<file path="src/rtl/lpm_pkg.sv">
package lpm_pkg;
    localparam int DATA_W      = 8;
    localparam int N_FLAG      = 2;
    localparam int BIT_STOP    = 0;
    localparam int BIT_WAIT    = 1;
    localparam int BIT_CLKOFF  = 3;
    localparam int BIT_TSRC    = 6;

    typedef struct packed {
        logic clk_off_in_wait;
        logic tmr_subclk;
    } lpm_cfg_t;

    function automatic logic [DATA_W-1:0] pack_view(
        input logic [N_FLAG-1:0] flags,
        input lpm_cfg_t          cfg
    );
        logic [DATA_W-1:0] v;
        v              = '0;
        v[BIT_STOP]    = flags[0];
        v[BIT_WAIT]    = flags[1];
        v[BIT_CLKOFF]  = cfg.clk_off_in_wait;
        v[BIT_TSRC]    = cfg.tmr_subclk;
        return v;
    endfunction
endpackage

</file>
<file path="src/rtl/lpm_flags.sv">
module lpm_flags #(
    parameter int N = 2
) (
    input  logic         clk,
    input  logic         por_i,
    input  logic         warm_i,
    input  logic [N-1:0] set_i,
    input  logic [N-1:0] clr_i,
    output logic [N-1:0] flag_o
);
    for (genvar g = 0; g < N; g++) begin : g_flag
        always_ff @(posedge clk) begin
            if (por_i)          flag_o[g] <= 1'b0;
            else if (warm_i)    flag_o[g] <= flag_o[g];
            else if (set_i[g])  flag_o[g] <= 1'b1;
            else if (clr_i[g])  flag_o[g] <= 1'b0;
        end
    end
endmodule

</file>
<file path="src/rtl/lpm_cfg.sv">
module lpm_cfg
    import lpm_pkg::*;
(
    input  logic              clk,
    input  logic              rst_i,
    input  logic              wr_i,
    input  logic [DATA_W-1:0] wdata_i,
    output lpm_cfg_t          cfg_o
);
    always_ff @(posedge clk) begin
        if (rst_i) begin
            cfg_o <= '0;
        end else if (wr_i) begin
            cfg_o.clk_off_in_wait <= wdata_i[BIT_CLKOFF];
            cfg_o.tmr_subclk      <= wdata_i[BIT_TSRC];
        end
    end
endmodule

</file>
<file path="src/rtl/lpm_clkgate.sv">
module lpm_clkgate (
    input  logic wait_active_i,
    input  logic clk_off_sel_i,
    output logic sysclk_off_o
);
    always_comb sysclk_off_o = wait_active_i & clk_off_sel_i;
endmodule

</file>
<file path="src/rtl/lpm_ctl_reg.sv">
module lpm_ctl_reg
    import lpm_pkg::*;
#(
    parameter int                ADDR_W   = 8,
    parameter logic [ADDR_W-1:0] REG_ADDR = 8'h63
) (
    input  logic              clk,
    input  logic              por_i,
    input  logic              hw_rst_i,
    input  logic              sw_rst_i,
    input  logic [ADDR_W-1:0] bus_addr_i,
    input  logic              bus_wr_i,
    input  logic [DATA_W-1:0] bus_wdata_i,
    output logic [DATA_W-1:0] bus_rdata_o,
    input  logic              stop_exec_i,
    input  logic              wait_exec_i,
    input  logic              wait_active_i,
    output logic              sysclk_off_o,
    output logic              tmr_subclk_o
);
    logic              sel;
    logic              wr_hit;
    logic              warm;
    logic [N_FLAG-1:0] set_v;
    logic [N_FLAG-1:0] clr_v;
    logic [N_FLAG-1:0] flag_q;
    lpm_cfg_t          cfg_q;

    always_comb begin
        sel      = (bus_addr_i == REG_ADDR);
        wr_hit   = bus_wr_i & sel;
        warm     = hw_rst_i | sw_rst_i;
        set_v    = {wait_exec_i, stop_exec_i};
        clr_v[0] = wr_hit & ~bus_wdata_i[BIT_STOP];
        clr_v[1] = wr_hit & ~bus_wdata_i[BIT_WAIT];
    end

    lpm_flags #(.N(N_FLAG)) u_flags (
        .clk    (clk),
        .por_i  (por_i),
        .warm_i (warm),
        .set_i  (set_v),
        .clr_i  (clr_v),
        .flag_o (flag_q)
    );

    lpm_cfg u_cfg (
        .clk     (clk),
        .rst_i   (por_i | warm),
        .wr_i    (wr_hit),
        .wdata_i (bus_wdata_i),
        .cfg_o   (cfg_q)
    );

    lpm_clkgate u_gate (
        .wait_active_i (wait_active_i),
        .clk_off_sel_i (cfg_q.clk_off_in_wait),
        .sysclk_off_o  (sysclk_off_o)
    );

    always_comb begin
        bus_rdata_o  = sel ? pack_view(flag_q, cfg_q) : '0;
        tmr_subclk_o = cfg_q.tmr_subclk;
    end
endmodule

</file>
<file path="config.mk">
export PLATFORM = sky130hd
export DESIGN_NAME = lpm_ctl_reg
export DESIGN_NICKNAME = d
export VERILOG_FILES = /design/src/rtl/lpm_pkg.sv /design/src/rtl/lpm_flags.sv /design/src/rtl/lpm_cfg.sv /design/src/rtl/lpm_clkgate.sv /design/src/rtl/lpm_ctl_reg.sv
export SDC_FILE = /design/constraint.sdc
export NUM_CORES = 1
export LEC_CHECK = 0
export CAP_MARGIN = 20
export CORE_AREA = 3 3 40 42
export DETAILED_ROUTE_END_ITERATION = 8
export DIE_AREA = 0 0 43 45
export PLACE_DENSITY = 0.66
export SYNTH_ARGS = -nofsm -noshare
export SYNTH_HDL_FRONTEND = slang
export SYNTH_SLANG_ARGS = --single-unit
</file>
<file path="constraint.sdc">
create_clock -name clk -period 3.8 [get_ports clk]
set_input_delay 0.76 -clock clk [delete_from_list [all_inputs] [get_ports clk]]
set_output_delay 0.76 -clock clk [all_outputs]
set_load 0.02 [all_outputs]
</file>
==> summary.md <==
| Metric | Value |
|---|---|
| Status | completed |
| Row count | 13 |
| Most used routing layer | met2 |
| Critical path arrival | 2700 ps |
| XOR/XNOR share of the synthesized area | 0% |
| Post-CTS Setup Bufs | 0 |
| Power Density | 230 nW/um^2 |
| PostCTS Resize Cnt | 0 |
| Commonest non-fill, non-tap cells in the layout | clkdlybuf4s50_1, and2_1, nand2_1, conb_1, dfxtp_1 |
| Grt total ovfl | 0 |
| Num ports | 34 |
| Worst setup SP type | primary input |
| RSZ-0062 raised after global routing | false |
| GPL Wtd Cong | 0.650 |
| Hold_sp | u_cfg.cfg_o[0] |
| WHS | 471 ps |
| Crit path buffers/inverters | 2 |
| PortBufs | 25 |
| Worst vdd ir | 0.101 mV |
| Crit. End Element | output port |
| Synth top area cells | dfxtp_1, and2_1, buf_4 |
| H-tree Lvls | 1 |
| Residual DRC | 0 |
| Worst-Skew Late Latency | 230 ps |
| Antenna-violating nets left | 0 |
| Worst Path Required | 3040 ps |
| CP max stage delay | 600 ps |
| Worst R2R End | u_flags.flag_o[1] |
| Synth Warn # | 0 |
| Start of the worst register-to-register path | u_flags.flag_o[1] |
| TritonRoute pass-1 iters | 2 |
| CTS tree | built |
| Met1 Usage GRT | 8.01% |
| Sequential-to-total area share from yosys stat | 29.4% |
| Adder-cell share of the synthesized area | 0% |
| Maxcap violations | 0 |
| Multiplexer area fraction after synthesis | 7.34% |
| Post-synth top area share | 29.4% |
| Max Fclk | 289 MHz |
| Max-slew violations | 0 |
| First-pass GRT wire length | 1120 um |
| Pin count of the biggest net entering global routing | 5 |
| Slowest CP cell | clkdlybuf4s50_1 |
| Mapped Cells | 33 |
| Via density per instance | 4.07 |
| Die Wd | 43 um |
| CTS Buffer Depth | 2 |
| Critical-path cell list | clkdlybuf4s50_1 > or4b_4 > nor2_1 > and2_1 > clkdlybuf4s50_1 |
| Cell area after synthesis | 273 sq um |
| Syn Area/Cell | 8.27 sq um |
| Core ar. | 1280 sq um |
| Final worst path period share | 91.0% |
| Root buf cell | clkbuf_4 |
| Gr usage total | 8.43% |
| Hold Vio Cnt, Final | 0 |
| Die height | 45 um |
| Synth Area in Compound Gates | 9.17% |
| Final setup fails | 0 |
| Total power | 125 uW |
| Routed WL | 758 um |
| # hold bufs at CTS | 0 |
| Area leader, netlist | dfxtp_1 |
| Largest family of logic cells by synthesized area | simple AND/OR/NAND/NOR gates |
| Antenna diodes | 0 |
| Netlist cell types | 15 |
| Final Critical Period | 3460 ps |
| Setup TNS | 0 ps |
| WL/cell | 10.1 um |
| Die area | 1940 sq um |
| Detailed placement HPWL | 637 um |
| Hold Path Sink | u_cfg.cfg_o[0] |
| Initial antenna violation count | 0 |
| Reg clk slew, reported paths | 40 ps |
| Crit-path most repeated cell | clkdlybuf4s50_1 |
| Area Overhead vs Synth | 100% |
| Crit Path Category | in -> out |
| Layout Nets | 86 |
| Worst reg2reg setup slack | 3140 ps |
| Total CTS buffers | 3 |
| Crit path max-delay family | buffers and inverters |
| Clock Sinks | 4 |
| Leak pwr | 0.000200 uW |
| Simple-gate share of the synthesized area | 40.4% |
| HP Class | reg -> reg |
| Initial Utilization | 21.2% |
| Commonest non-fill, non-tap cell in the layout | clkdlybuf4s50_1 |
| Via count | 305 |
| Reg2reg path depth | 2 |
| Yosys reg bits | 4 |
| Vias in the first global route | 279 |
| Share of layout cells above drive strength 1 | 8.33% |
| Met2 usage | 12.3% |
| Worst path depth | 5 |
| Hold Path Depth | 2 |
| GR Util met3 | 7.17% |
| Fin Clk Skew | 0 ps |
| Initial detailed-routing violation count | 5 |
| CP max FO | 4 |
[cells by family after synthesis]
group / count (synthesis)
other: 1
AND/OR/NAND/NOR: 17
AO/OA/AOI/OAI: 4
multiplexers: 2
buffers and inverters: 5
flip-flops: 4
[worst max path at each step]
| stage | from | endpoint |
|---|---|---|
| finish | bus_addr_i[3] | bus_rdata_o[0] |
| global placement | bus_addr_i[3] | bus_rdata_o[3] |
| floorplan | bus_addr_i[3] | bus_rdata_o[0] |
| global route | bus_addr_i[3] | bus_rdata_o[0] |
| detailed placement | bus_addr_i[3] | bus_rdata_o[0] |
| CTS | bus_addr_i[3] | bus_rdata_o[0] |
[metrics by stage]
stage	cell area (sq um)	worst slack, ps	util (%)	cells
3_3_place_gp	523	328	40.7	72
3_5_place_dp	523	308	40.7	72
2_1_floorplan	284	1330	-	36
4_1_cts	546	308	42.5	75
5_1_grt	546	245	42.5	75
6_report	546	341	42.5	75
[report_power, final]
part           total [uW]  internal, uW  switching [uW]
registers            43.8          43.3           0.457
logic                29.5          19.4            10.1
clock network        51.9          35.3            16.6
[flip-flops by register name, indices dropped and copies added, names as in the netlist]
name            flops
u_cfg.cfg_o         2
u_flags.flag_o      2
[cell usage after synthesis]
cell type,instances
mux2i_1,2
or4b_4,1
nor3_1,1
dfxtp_1,4
buf_4,4
and2_1,5
inv_1,1
a211oi_1,2
conb_1,1
nor2_1,2
a21oi_1,2
nor3_4,1
nand4b_1,1
nand2_1,4
nor4_1,2
[routing by layer]
layer | up-vias | share of wire [%]
met2 | 16 | 44
met3 | 0 | 12
met4 | 0 | 0
li1 | 162 | -
met1 | 127 | 45
met5 | - | 0
[tightest hold or removal path, stage by stage, from the launching register on]
cell,delay [ps]
dfxtp_1,310
nand2_1,50
mux2i_1,50
[layout make-up]
cell class,count,area [sq um]
Clock buffer,3,22.5
Fill cell,137,739
Inverter,1,3.75
Multi-Input combinational cell,27,170
Sequential cell,4,80.1
Tap cell,15,18.8
Timing Repair Buffer,25,250
Power figures use the tool's default switching activity.
